$ cat config.mk
export PLATFORM = sky130hd
export DESIGN_NAME = cfgport_top
export DESIGN_NICKNAME = d
export VERILOG_FILES = /design/src/rtl/cfgport_pkg.sv /design/src/rtl/cfgport_ctrl_reg.sv /design/src/rtl/cfgport_commit_decode.sv /design/src/rtl/cfgport_bank.sv /design/src/rtl/cfgport_top.sv
export SDC_FILE = /design/constraint.sdc
export NUM_CORES = 1
export LEC_CHECK = 0
export ABC_AREA = 1
export BUFFER_PORTS_ARGS = -buffer_cell sky130_fd_sc_hd__buf_2
export CORE_MARGIN = 8
export CORE_UTILIZATION = 57
export DETAILED_ROUTE_END_ITERATION = 10
export PLACE_DENSITY = 0.85
export SYNTH_ARGS = -nofsm -noshare
export SYNTH_HDL_FRONTEND = slang
export SYNTH_SLANG_ARGS = --single-unit
$ cat constraint.sdc
create_clock -name clk_i -period 4.3 [get_ports clk_i]
set_input_delay 0.215 -clock clk_i [delete_from_list [all_inputs] [get_ports clk_i]]
set_output_delay 0.215 -clock clk_i [all_outputs]
set_load 0.05 [all_outputs]
$ cat src/rtl/cfgport_pkg.sv
package cfgport_pkg;

    localparam int BUS_W      = 32;
    localparam int BE_W       = BUS_W / 8;
    localparam int CTRL_OFS   = 4;
    localparam int IADDR_LSB  = 8;
    localparam int IADDR_W    = 8;
    localparam int DATA_POS   = 7;
    localparam int STROBE_STEP = 2;
    localparam int MAX_PORTS  = 3;
    localparam int IDX_W      = 4;

    // per-port bank; bit k of this struct is internal address 0x20+k
    typedef struct packed {
        logic [1:0] disc_thr;
        logic       vbus_det_en;
        logic       otg_en;
        logic       pullup_sel;
        logic [1:0] vbus_thr;
        logic [4:0] tx_tune;
    } port_cfg_t;

    // shared bank; bits 0,1 = 0x03,0x04 and bit 2 = 0x0C
    typedef struct packed {
        logic       cal_en;
        logic [1:0] pll_bw;
    } shared_cfg_t;

    localparam int PORT_BITS   = $bits(port_cfg_t);
    localparam int SHARED_BITS = $bits(shared_cfg_t);

    localparam logic [IADDR_W-1:0] PORT_BASE  = 8'h20;
    localparam logic [IADDR_W-1:0] PORT_END   = 8'h2C;
    localparam logic [IADDR_W-1:0] PLL_BW_LO  = 8'h03;
    localparam logic [IADDR_W-1:0] PLL_BW_HI  = 8'h04;
    localparam logic [IADDR_W-1:0] CAL_EN_ADR = 8'h0C;

    typedef struct packed {
        logic             port_hit;
        logic             shared_hit;
        logic [IDX_W-1:0] idx;
    } map_hit_t;

    typedef struct packed {
        logic             data;
        logic [IDX_W-1:0] idx;
    } commit_t;

    function automatic map_hit_t map_lookup(input logic [IADDR_W-1:0] a);
        map_hit_t h;
        h = '0;
        if (a >= PORT_BASE && a < PORT_END) begin
            h.port_hit = 1'b1;
            h.idx      = IDX_W'(a - PORT_BASE);
        end else begin
            unique case (a)
                PLL_BW_LO:  begin h.shared_hit = 1'b1; h.idx = 4'd0; end
                PLL_BW_HI:  begin h.shared_hit = 1'b1; h.idx = 4'd1; end
                CAL_EN_ADR: begin h.shared_hit = 1'b1; h.idx = 4'd2; end
                default:    h = '0;
            endcase
        end
        return h;
    endfunction

endpackage

$ cat src/rtl/cfgport_ctrl_reg.sv
module cfgport_ctrl_reg
    import cfgport_pkg::*;
#(
    parameter int NUM_PORTS = 3,
    parameter int ADDR_W    = 4
) (
    input  logic                 clk_i,
    input  logic                 rst_i,
    input  logic                 bus_sel_i,
    input  logic                 bus_wr_i,
    input  logic [ADDR_W-1:0]    bus_addr_i,
    input  logic [BE_W-1:0]      bus_be_i,
    input  logic [BUS_W-1:0]     bus_wdata_i,
    output logic [BUS_W-1:0]     ctrl_o,
    output logic                 wr_ctrl_o,
    output logic [IADDR_W-1:0]   nxt_iaddr_o,
    output logic                 nxt_data_o,
    output logic [NUM_PORTS-1:0] nxt_strobe_o,
    output logic [NUM_PORTS-1:0] cur_strobe_o
);

    logic [BUS_W-1:0] ctrl_r;
    logic [BUS_W-1:0] ctrl_d;
    logic             wr_ctrl;

    assign wr_ctrl = bus_sel_i && bus_wr_i && (bus_addr_i == ADDR_W'(CTRL_OFS));

    // byte-lane merge: only enabled lanes take new data
    for (genvar b = 0; b < BE_W; b++) begin : g_lane
        assign ctrl_d[b*8 +: 8] = (wr_ctrl && bus_be_i[b]) ? bus_wdata_i[b*8 +: 8]
                                                           : ctrl_r[b*8 +: 8];
    end

    always_ff @(posedge clk_i) begin
        if (rst_i) ctrl_r <= '0;
        else       ctrl_r <= ctrl_d;
    end

    for (genvar n = 0; n < NUM_PORTS; n++) begin : g_stb
        assign nxt_strobe_o[n] = ctrl_d[n*STROBE_STEP];
        assign cur_strobe_o[n] = ctrl_r[n*STROBE_STEP];
    end

    assign ctrl_o      = ctrl_r;
    assign wr_ctrl_o   = wr_ctrl;
    assign nxt_iaddr_o = ctrl_d[IADDR_LSB +: IADDR_W];
    assign nxt_data_o  = ctrl_d[DATA_POS];

endmodule

$ cat src/rtl/cfgport_commit_decode.sv
module cfgport_commit_decode
    import cfgport_pkg::*;
#(
    parameter int NUM_PORTS = 3
) (
    input  logic                 wr_ctrl_i,
    input  logic [IADDR_W-1:0]   iaddr_i,
    input  logic                 data_i,
    input  logic [NUM_PORTS-1:0] nxt_strobe_i,
    input  logic [NUM_PORTS-1:0] cur_strobe_i,
    output logic [NUM_PORTS-1:0] port_we_o,
    output logic                 shared_we_o,
    output commit_t              commit_o
);

    logic [NUM_PORTS-1:0] rise;
    map_hit_t             hit;

    assign hit = map_lookup(iaddr_i);

    for (genvar n = 0; n < NUM_PORTS; n++) begin : g_rise
        assign rise[n]      = wr_ctrl_i && nxt_strobe_i[n] && !cur_strobe_i[n];
        assign port_we_o[n] = rise[n] && hit.port_hit;
    end

    assign shared_we_o   = (|rise) && hit.shared_hit;
    assign commit_o.idx  = hit.idx;
    assign commit_o.data = data_i;

endmodule

$ cat src/rtl/cfgport_bank.sv
module cfgport_bank
    import cfgport_pkg::*;
#(
    parameter int WIDTH = 12
) (
    input  logic             clk_i,
    input  logic             rst_i,
    input  logic             we_i,
    input  commit_t          commit_i,
    output logic [WIDTH-1:0] q_o
);

    for (genvar i = 0; i < WIDTH; i++) begin : g_bit
        always_ff @(posedge clk_i) begin
            if (rst_i)
                q_o[i] <= 1'b0;
            else if (we_i && commit_i.idx == IDX_W'(i))
                q_o[i] <= commit_i.data;
        end
    end

endmodule

$ cat src/rtl/cfgport_top.sv
module cfgport_top
    import cfgport_pkg::*;
#(
    parameter int NUM_PORTS = 3,
    parameter int ADDR_W    = 4
) (
    input  logic                           clk_i,
    input  logic                           rst_i,
    input  logic                           bus_sel_i,
    input  logic                           bus_wr_i,
    input  logic [ADDR_W-1:0]              bus_addr_i,
    input  logic [3:0]                     bus_be_i,
    input  logic [31:0]                    bus_wdata_i,
    output logic [31:0]                    bus_rdata_o,
    output logic [NUM_PORTS*PORT_BITS-1:0] port_cfg_o,
    output logic [SHARED_BITS-1:0]         shared_cfg_o
);

    logic [BUS_W-1:0]     ctrl_q;
    logic                 wr_ctrl;
    logic [IADDR_W-1:0]   nxt_iaddr;
    logic                 nxt_data;
    logic [NUM_PORTS-1:0] nxt_strobe;
    logic [NUM_PORTS-1:0] cur_strobe;
    logic [NUM_PORTS-1:0] port_we;
    logic                 shared_we;
    commit_t              commit;
    logic [BUS_W-1:0]     rdata_q;

    cfgport_ctrl_reg #(.NUM_PORTS(NUM_PORTS), .ADDR_W(ADDR_W)) u_ctrl (
        .clk_i        (clk_i),
        .rst_i        (rst_i),
        .bus_sel_i    (bus_sel_i),
        .bus_wr_i     (bus_wr_i),
        .bus_addr_i   (bus_addr_i),
        .bus_be_i     (bus_be_i),
        .bus_wdata_i  (bus_wdata_i),
        .ctrl_o       (ctrl_q),
        .wr_ctrl_o    (wr_ctrl),
        .nxt_iaddr_o  (nxt_iaddr),
        .nxt_data_o   (nxt_data),
        .nxt_strobe_o (nxt_strobe),
        .cur_strobe_o (cur_strobe)
    );

    cfgport_commit_decode #(.NUM_PORTS(NUM_PORTS)) u_dec (
        .wr_ctrl_i    (wr_ctrl),
        .iaddr_i      (nxt_iaddr),
        .data_i       (nxt_data),
        .nxt_strobe_i (nxt_strobe),
        .cur_strobe_i (cur_strobe),
        .port_we_o    (port_we),
        .shared_we_o  (shared_we),
        .commit_o     (commit)
    );

    for (genvar n = 0; n < NUM_PORTS; n++) begin : g_port
        cfgport_bank #(.WIDTH(PORT_BITS)) u_bank (
            .clk_i    (clk_i),
            .rst_i    (rst_i),
            .we_i     (port_we[n]),
            .commit_i (commit),
            .q_o      (port_cfg_o[n*PORT_BITS +: PORT_BITS])
        );
    end

    cfgport_bank #(.WIDTH(SHARED_BITS)) u_shared (
        .clk_i    (clk_i),
        .rst_i    (rst_i),
        .we_i     (shared_we),
        .commit_i (commit),
        .q_o      (shared_cfg_o)
    );

    // registered read: only the control word is backed by storage
    always_ff @(posedge clk_i) begin
        if (rst_i)
            rdata_q <= '0;
        else if (bus_sel_i && !bus_wr_i)
            rdata_q <= (bus_addr_i == ADDR_W'(CTRL_OFS)) ? ctrl_q : '0;
    end

    assign bus_rdata_o = rdata_q;

endmodule

* After elaboration in Yosys (flattened, before gate mapping)
Cells that the tools add are included.
** Cells by class
- Add/subtract/negate cells :: 1
- Magnitude comparators :: 2
- Equality and inequality tests :: 15
- Mux-type cells :: 7
- Reduce and logical (&&, ||, !) cells :: 63
** Operator list (number)
- $logic_and 1x1->1 :: 57
- $mux 32 :: 1
- $eq 4x3->1 const B :: 5
- $eq 4x4->1 const B :: 4
- $mux 8 :: 2
- $pmux 5 s3 :: 1
- $eq 4x2->1 const B :: 2
- $eq 8x2->1 const B :: 1
- $eq 8x3->1 const B :: 1
- $eq 8x4->1 const B :: 1
- $ge 8x6->1 const B :: 1
- $lt 8x6->1 const B :: 1
- $eq 4x1->1 const B :: 1
- $logic_not 1->1 :: 4
- $logic_not 4->1 :: 1
- $mux 4 :: 1
- $sub 4x1->4 const B :: 1
- $reduce_or 3->1 :: 1
- $mux 1 :: 2
** Storage, ports and cells
- Bits of input ports :: 44
- Bits in registers :: 103

* Logic depth before layout (Yosys ltp)
Gate-level depths: netlist of the first run.
- Word-level depth :: 9
- Gate-level depth with buffers :: 16

* By module
Synthesis of the first run repeated with hierarchy kept, for this count alone.
** Unflattened totals
- Cell total of the unflattened synthesis :: 804
- Area, all modules :: 5124.9 sq um
** By module, submodules not included
- cfgport_bank at g_port[0].u_bank ... :: times used 3, area each 553.0 sq um, cells an instance 92
- cfgport_ctrl_reg :: times used 1, area each 1556.5 sq um, cells an instance 240
- cfgport_top :: times used 1, area each 1506.4 sq um, cells an instance 214
- cfgport_commit_decode :: times used 1, area each 209.0 sq um, cells an instance 40
- cfgport_bank at u_shared :: times used 1, area each 193.9 sq um, cells an instance 34

* Least setup slack after synthesis of the first run
No wires, ideal clock.
- Path kind :: in2reg
- Start :: input port bus_be_i[1]
- End :: register g_port[1].u_bank.q_o[7]
- Arrival time :: 1.648 ns
- Stages :: 14
- Slack :: 2.535 ns
- Path through :: buf_2 -> nand4_2 -> buf_6 -> nand2_1 -> nand2_1 -> nand2_1 -> nor2_4 -> nand2_4 -> nor2_4 -> inv_2 -> nor2_4 -> nand3_1 -> nand2_1 -> nor2_1
** On the way
- Longest elaborated chain between the ends :: 7
- Elaborated cells on any way between the ends :: 15
** RTL lines
- start: declaration :: line cfgport_top.sv:12 : input logic [3:0] bus_be_i,
- $logic_and 1x1->1 (*) :: line cfgport_ctrl_reg.sv:30 : assign ctrl_d[b*8 +: 8] = (wr_ctrl && bus_be_i[b]) ? bus_wdata_i[b*8 +: 8]
- $mux 8 (*) :: line cfgport_ctrl_reg.sv:30
- $ge 8x6->1, or another cell as far along :: line cfgport_pkg.sv:52 : if (a >= PORT_BASE && a < PORT_END) begin
- $logic_and 1x1->1 or $pmux 5 s3 (tied branches) :: line cfgport_pkg.sv:52, cfgport_pkg.sv:56
- $mux 4 or $mux 1 (tied branches) :: line cfgport_pkg.sv:52
- $eq 4x3->1 or $logic_and 1x1->1 (tied branches) :: line cfgport_bank.sv:17, cfgport_commit_decode.sv:23
- $logic_and 1x1->1 (*) :: line cfgport_bank.sv:17 : else if (we_i && commit_i.idx == IDX_W'(i))
- end signal: indexed assignment :: line cfgport_bank.sv:18 : q_o[i] <= commit_i.data;
- end: declaration :: line cfgport_bank.sv:10 : output logic [WIDTH-1:0] q_o
Every way passes the cells marked *; elsewhere a longest branch is shown, timed or not.
A chain may end at the register's enable or synchronous reset.

* Final worst setup path of the first run
- Start :: input port bus_addr_i[3]
- End :: register g_port[2].u_bank.q_o[1]
** On the way
- Longest elaborated chain between the ends :: 9
- Elaborated cells on any way between the ends :: 21
** RTL lines
- start: declaration :: line cfgport_top.sv:11 : input logic [ADDR_W-1:0] bus_addr_i,
- $eq 4x3->1 (*) :: line cfgport_ctrl_reg.sv:26 : assign wr_ctrl = bus_sel_i && bus_wr_i && (bus_addr_i == ADDR_W'(CTRL_OFS));
- $logic_and 1x1->1 (*) :: line cfgport_ctrl_reg.sv:26
- $logic_and 1x1->1 :: line cfgport_ctrl_reg.sv:30
- $mux 8 :: line cfgport_ctrl_reg.sv:30
- $ge 8x6->1, or another cell as far along :: line cfgport_pkg.sv:52
- $logic_and 1x1->1 or $pmux 5 s3 (tied branches) :: line cfgport_pkg.sv:52, cfgport_pkg.sv:56
- $mux 4 or $mux 1 (tied branches) :: line cfgport_pkg.sv:52
- $eq 4x1->1 or $logic_and 1x1->1 (tied branches) :: line cfgport_bank.sv:17, cfgport_commit_decode.sv:23
- $logic_and 1x1->1 :: line cfgport_bank.sv:17
- end signal: indexed assignment :: line cfgport_bank.sv:18
- end: declaration :: line cfgport_bank.sv:10
Marks and branches as above.

==> results of run 1 <==
worst max-delay path by stage:
| stage | start | slack (ps) | cells after the start | end |
|---|---|---|---|---|
| global route | bus_wr_i | 1690 | 14 | g_port[0].u_bank.q_o[3] |
| finish | bus_addr_i[3] | 1920 | 13 | g_port[2].u_bank.q_o[1] |
| detailed placement | bus_addr_i[3] | 1630 | 14 | g_port[2].u_bank.q_o[1] |
| floorplan | bus_be_i[1] | 2540 | 14 | g_port[1].u_bank.q_o[7] |
| CTS | bus_addr_i[3] | 2000 | 13 | g_port[2].u_bank.q_o[1] |
| global placement | bus_addr_i[3] | 1790 | 14 | g_port[2].u_bank.q_o[1] |
registers in the layout, indices dropped and copies added (netlist names):
name and flops:
g_port.u_bank.q_o 36, bus_rdata_o 32, u_ctrl.ctrl_o 32, u_shared.q_o 3
through the flow:
step | total power [W] | setup slack (ps) | util
floorplan | 0.00112 | 2540 | -
global placement | 0.00117 | 1790 | 0.648
detailed placement | 0.00117 | 1630 | 0.648
CTS | 0.00179 | 2000 | 0.674
global route | 0.00183 | 1690 | 0.674
finish | 0.00178 | 1920 | 0.674
routing by layer:
layer  track usage  vias to the layer above  wire (um)
li1              -                     2332          -
met1         0.263                     2095       5220
met2         0.347                      186       5860
met3        0.0520                       16        972
met4        0.0764                        0        180
met5             0                        -          0
power breakdown:
| group | switching (W) | total, W | leakage [nW] | internal [W] |
|---|---|---|---|---|
| Combinational | 0.000126 | 0.000168 | 1.82 | 0.0000417 |
| Sequential | 0.00000954 | 0.000982 | 0.835 | 0.000972 |
| Clock | 0.000338 | 0.000630 | 0.0981 | 0.000292 |
cells by family after synthesis:
kind of cell,after synthesis
buf+inv,111
flops,103
compound gates,94
simple gates,374
layout make-up:
class                   count  area (um^2)  area share
clock buffers              11          141      0.0261
clock inverters             5         65.1      0.0120
inverters                  79          297      0.0547
multi-input cells         468         2140       0.395
flip-flops and latches    103         2060       0.380
well taps                 105          131      0.0242
repair buffers            116          586       0.108
layout by cell type, fill, tap and decap left out:
master,count
nand3_1,27
inv_8,1
clkinv_1,1
nand4_2,1
o21ai_2,1
inv_1,71
nor2_4,7
dfxtp_1,103
o21ai_4,1
clkbuf_1,1
a21oi_1,40
or2_2,1
nand3_2,3
nand2_2,3
nand4_1,31
buf_2,114
buf_4,2
nor2_2,7
bufinv_16,1
o21ai_0,52
clkbuf_8,10
nor2_1,139
nand2_1,150
nand2_4,4
clkinvlp_4,2
inv_6,1
nand3b_1,1
inv_2,7
cell usage after synthesis:
cell,count,area (um^2)
nand2_1,150,563
nor2_1,140,526
dfxtp_1,103,2060
inv_1,71,267
o21ai_0,52,260
a21oi_1,40,200
nand4_1,31,194
nand3_1,27,135
clkbuf_1,19,71.3
inv_2,7,26.3
nor2_2,7,43.8
nor2_4,6,67.6
buf_1,4,15.0
buf_4,4,30.0
nand2_4,4,45.0
buf_6,3,33.8
nand2_2,3,18.8
nand3_2,3,30.0
buf_2,2,10.0
clkinv_1,1,3.75
nand3b_1,1,7.51
nand4_2,1,12.5
o21ai_2,1,8.76
o21ai_4,1,16.3
or2_2,1,6.26
critical path: stages:
cell and delay (ps):
buf_2 110, inv_1 50, nand2_1 60, nor2_2 110
buf_4 370, nand4_1 150, nand2_1 250, inv_1 110
nand2_4 120, nand3_1 530, nand4_1 360, nor2_1 90
nor2_1 150
==> results.txt, run 1 <==
Min-Delay Startpoint = bus_wdata_i[6]
Slew HR = 0.233
Post-Synth Adder-Cell Area = 0
Synth Register Bits = 103
Synth Area in Simple Gates = 0.354
Worst reg-to-reg path cell count = 9
Min Hold Slack = 84.7 ps
Num rows = 33
Skew-Pair Late Insertion Delay = 360 ps
CTS buffer count = 9
Diodes inserted = 0
Status = completed
Post-synthesis xor/xnor area fraction = 0
Cts repair resizes = 0
Post-DP HPWL = 8790 um
Unrepaired setup endpoints after global routing = no
Synth Area per Inst = 6.82 um^2
Leak = 2.76 nW
Compound-Gate Fraction of Synth Area = 0.104
Dpl cells = 871
Tcrit/Tclk final = 0.554
Post-synthesis sequential area ratio = 0.443
I/O Buffers = 114
First-pass GRT wire length = 20,000 um
Largest family of logic cells by synthesized area = simple AND/OR/NAND/NOR gates
Post-Synthesis Net Count = 726
Die height = 106 um
GRT Total Usage = 0.211
Gate Count Post-Synth = 682
Core box area = 8050 um^2
Ratio of cells with drive above 1 in the final layout = 0.212
Area after DPL = 5220 um^2
Antenna violations before repair = 0
Number of max-cap violations = 0
Antenna Nets Post-Route = 0
Peak VDD IR = 0.218 mV
Synth unique cells = 25
I/O pins = 115
Startpoint types = primary input
Fillers = 696
Die area = 11,300 um^2
Cell Pwr Density = 328 nW/um^2
Final WL = 12,200 um
Post-CTS Setup Bufs = 0
Reg-to-Reg Start = u_ctrl.ctrl_o[15]
Max frequency = 420 MHz
Worst-path clk slew = 100 ps
Final Instance Count excl. Fillers = 887
Worst-Margin Slew = 1150 ps
Clock root cell = clkbuf_8
Hold crit path type = in2reg
Setup violators final = 0
DRC viols = 0
Crit. End Element = flop
R2R Setup Slk = 2240 ps
# nets final = 821
Drt first pass iters = 7
YS warnings = 0
CTS Buffer Depth = 2
Vias in the first global route = 4,343
Number of max-slew violations in the final report = 0
Mapped cell area = 4650 um^2
Largest net degree at the start of global routing = 65
H-tree lvl count = 3
Via Count = 4,629
Final min period = 2380 ps
Critical setup path kind = in2reg
Worst EP required = 4590 ps
Clock skew = 14.9 ps
Critical path arrival = 2670 ps
Die Span X = 106 um
Hold endpoint = u_ctrl.ctrl_o[6]
Drt wl/cell = 13.8 um
P&R area growth vs syn = 16.6%
Critical path fanouts, max = 39
Post-route setup TNS = 0 ps
WHS Path Cells = 3
GRT overflow = 0
Initial core utilization = 0.578
Drt via density = 5.22
R2R Path End = g_port[2].u_bank.q_o[1]
Mux cell area share after synthesis = 0
Final design area excluding fillers = 5420 um^2
Hold Vio Cnt, Final = 0
DRT iter0 DRCs = 348
TritonCTS clock tree = done
Cts-stage hold buffer count = 0
GP Congestion = 0.836
Clock sink count = 103
(Power assumes the default switching activity.)
==> run 2, diff against run 1 <==
--- a/config.mk
+++ b/config.mk
@@ -5,12 +5,12 @@
 export SDC_FILE = /design/constraint.sdc
 export NUM_CORES = 1
 export LEC_CHECK = 0
-export ABC_AREA = 1
+export ABC_AREA = 0
 export BUFFER_PORTS_ARGS = -buffer_cell sky130_fd_sc_hd__buf_2
 export CORE_MARGIN = 8
-export CORE_UTILIZATION = 57
+export CORE_UTILIZATION = 53
 export DETAILED_ROUTE_END_ITERATION = 10
-export PLACE_DENSITY = 0.85
+export PLACE_DENSITY = 0.8
 export SYNTH_ARGS = -nofsm -noshare
 export SYNTH_HDL_FRONTEND = slang
 export SYNTH_SLANG_ARGS = --single-unit
==> constraint.sdc (replaced) <==
create_clock -name clk_i -period 2.35 [get_ports clk_i]
set_input_delay 0.1175 -clock clk_i [delete_from_list [all_inputs] [get_ports clk_i]]
set_output_delay 0.1175 -clock clk_i [all_outputs]
set_load 0.05 [all_outputs]
==> run 2 against run 1 <==
  * Synthesized cell count decreased by 29%
  * Combinational power increased by 8%
  * Clock skew decreased by 7.3 ps
  * Global-route usage increased by 0.53 points
  * Worst setup slack got worse by 1700 ps
  * Non-clock buffer count increased by 43
  * Register-to-register slack got worse by 2000 ps
  * Critical path type is now reg2reg
==> results.txt, run 2 <==
GP Congestion = 0.873 (+4.3%)
Max frequency = 474 MHz
Synth unique cells = 46 (+84%)
CTS buffer count = 9 (unchanged)
Worst-Margin Slew = 714 ps (-433 ps)
First-pass GRT wire length = 20,500 um (+2.2%)
Post-synthesis xor/xnor area fraction = 0 (unchanged)
GRT Total Usage = 0.217 (+0.00535)
Skew-Pair Late Insertion Delay = 370 ps (about the same)
Final min period = 2110 ps
CTS Buffer Depth = 2 (unchanged)
Post-route setup TNS = 0 ps (unchanged)
Number of max-cap violations = 0 (unchanged)
Min Hold Slack = 7.95 ps (-76.8 ps)
Synth top area share = 0.467 (+0.0235)
Die height = 107 um (+0.91%)
I/O pins = 115 (unchanged)
# nets final = 662 (-19%)
Number of max-slew violations in the final report = 0 (unchanged)
Post-Synthesis Net Count = 528 (-27%)
Via Count = 4,226 (-8.7%)
List of most frequent post-synthesis cells = 103 x dfxtp_1, 62 x nor2_1, 43 x mux2i_1
Unrepaired setup endpoints after global routing = no
WP buf/inv = 0 (-4)
Mapped cell area = 4420 um^2 (-5.0%)
Sw Share = 0.246 (-0.0203)
Antenna Nets Post-Route = 0 (unchanged)
YS warnings = 0 (unchanged)
Fillers = 672 (-3.4%)
Clock root cell = clkbuf_8
Drt first pass iters = 5 (-2)
Ratio of cells with drive above 1 in the final layout = 0.270 (+0.0574)
Vias in the first global route = 4,129 (-4.9%)
CP top delay family = simple AND/OR/NAND/NOR gates
Peak VDD IR = 0.269 mV (+23%)
Post-DP HPWL = 8870 um (+0.87%)
Hold Vio Cnt, Final = 0 (unchanged)
Clock sink count = 103 (unchanged)
Hold crit path type = in2reg
Crit. End Element = flop
Critical path arrival = 2420 ps (-250 ps)
Clock Power Share = 0.354 (about the same)
Worst EP required = 2660 ps (-1930 ps)
I/O Buffers = 114 (unchanged)
Post-Synth Adder-Cell Area = 0 (unchanged)
P&R area growth vs syn = 25.8%
Gate Count Post-Synth = 484 (-29%)
Worst Slack Setup Final = 239 ps (-1680 ps)
Worst path slowest cell = dfxtp_1
Logic pwr share = 0.061 (-0.033)
Post-synth ARST share = 0 (unchanged)
Drt via density = 5.80 (+11%)
Int Power = 0.00225 W (+73%)
Antenna violations before repair = 0 (unchanged)
Clock skew = 7.62 ps (-7.26 ps)
Final WL = 12,500 um (+2.4%)
Critical Path Max Stage Delay = 530 ps (about the same)
Synth Area per Inst = 9.13 um^2 (+34%)
H-tree lvl count = 3 (unchanged)
Die area = 11,500 um^2 (+1.8%)
DRT iter0 DRCs = 290 (-17%)
Cts-stage hold buffer count = 18 (+18)
Tcrit/Tclk final = 0.899
Post-CTS Setup Bufs = 0 (unchanged)
Synth area leaders = dfxtp_1 47%, mux2i_1 9.7%, a22oi_1 5.6%
Initial core utilization = 0.543 (-0.0346)
TritonCTS clock tree = done
Leak = 2.46 nW (-11%)
Largest family of logic cells by synthesized area = simple AND/OR/NAND/NOR gates
Diodes inserted = 0 (unchanged)
EDFF count, synth = 0 (unchanged)
Sequential fraction of design power = 0.585 (+0.033)
Most frequent cell after synthesis = dfxtp_1
Leading cell types in the layout, fill and taps excluded = 114 x buf_2, 103 x dfxtp_1, 61 x nor2_1, 43 x mux2i_1, 35 x nand2_1
Core box area = 8130 um^2 (+1.0%)
Startpoint types = flop
Critical path fanouts, max = 10 (-74%)
Die Span X = 107 um (+0.91%)
Area leader, netlist = dfxtp_1
Post-synthesis sequential area ratio = 0.467 (+0.0235)
Synth Area in Simple Gates = 0.239 (-0.115)
Largest net degree at the start of global routing = 55 (-15%)
Cell Pwr Density = 538 nW/um^2 (+64%)
Critical Path, Cell by Cell = nor2b_1 -> mux2_2 -> nand4_1 -> a21boi_0 -> mux2i_1
Cts repair resizes = 0 (unchanged)
Largest register by flop count = g_port.u_bank.q_o
Critical setup path kind = reg2reg
Num rows = 33 (unchanged)
Compound-Gate Fraction of Synth Area = 0.153 (+0.0491)
Sw Pwr = 0.000736 W (+55%)
Slew HR = 0.520 (+0.286)
DP Worst Slack = -10.3 ps (-1640 ps)
Synth Register Bits = 103 (unchanged)
DRC viols = 0 (unchanged)
Worst-path clk slew = 100 ps (about the same)
Commonest non-fill, non-tap cell in the layout = buf_2
Drt wl/cell = 17.2 um (+25%)
Setup violators final = 0 (unchanged)
Max FFs per register = 36 (unchanged)
Status = completed
Mux cell area share after synthesis = 0.106 (+0.106)
GRT overflow = 0 (unchanged)
Ys flop type = dfxtp_1
[run 2: final timing paths]
kind	slack [ps]	cells after the start	startpoint	end
max	240	5	u_ctrl.ctrl_o[10]	g_port[2].u_bank.q_o[1]
min	8	3	bus_wdata_i[31]	u_ctrl.ctrl_o[31]
max reg2reg	240	5	u_ctrl.ctrl_o[10]	g_port[2].u_bank.q_o[1]
min reg2reg	460	2	u_ctrl.ctrl_o[3]	u_ctrl.ctrl_o[3]
[run 2: cell families after synthesis]
logic type,Yosys count
and+or+nand+nor,198
AOI/OAI and AO/OA,99
buffers and inverters,38
DFF,103
muxes,46
[run 2: layout make-up]
class                      instances  area (um^2)  share of cell area
sequential                       103         2060               0.371
clock inverter                     6         50.0             0.00900
clock buffer                      10          138              0.0248
timing repair buffer             159          968               0.174
multi-input combinational        343         2200               0.396
tap                              105          131              0.0236
inverter                           2         7.51             0.00135
[run 2: stage by stage]
step	utilization	area (um^2)	cells	power [W]
after floorplan	-	4420	484	0.00187
after global placement	0.637	5180	693	0.00194
after detailed placement	0.637	5180	693	0.00194
after CTS	0.682	5550	727	0.00301
after global routing	0.684	5560	728	0.00309
final	0.684	5560	728	0.00299
[run 2: worst reg2reg max path: stages, from the launching register on]
cell and delay [ps]:
dfxtp_1 530, nor2b_1 440, mux2_2 240, nand4_1 250, a21boi_0 380, mux2i_1 210
[run 2: power by group through the flow]
stage	Sequential [W]	Clock, W	Combinational, W
5_1_grt	0.00175	0.00115	0.000196
4_1_cts	0.00175	0.00108	0.000177
6_report	0.00175	0.00106	0.000182
3_5_place_dp	0.00179	0	0.000153
2_1_floorplan	0.00179	0	0.0000787
3_3_place_gp	0.00179	0	0.000151
[run 2: metal layers]
layer	wire length (um)	track usage	up-vias
li1	-	-	2018
met1	5580	0.281	2052
met2	5970	0.341	132
met3	757	0.0527	24
met4	215	0.0784	0
met5	0	0	-
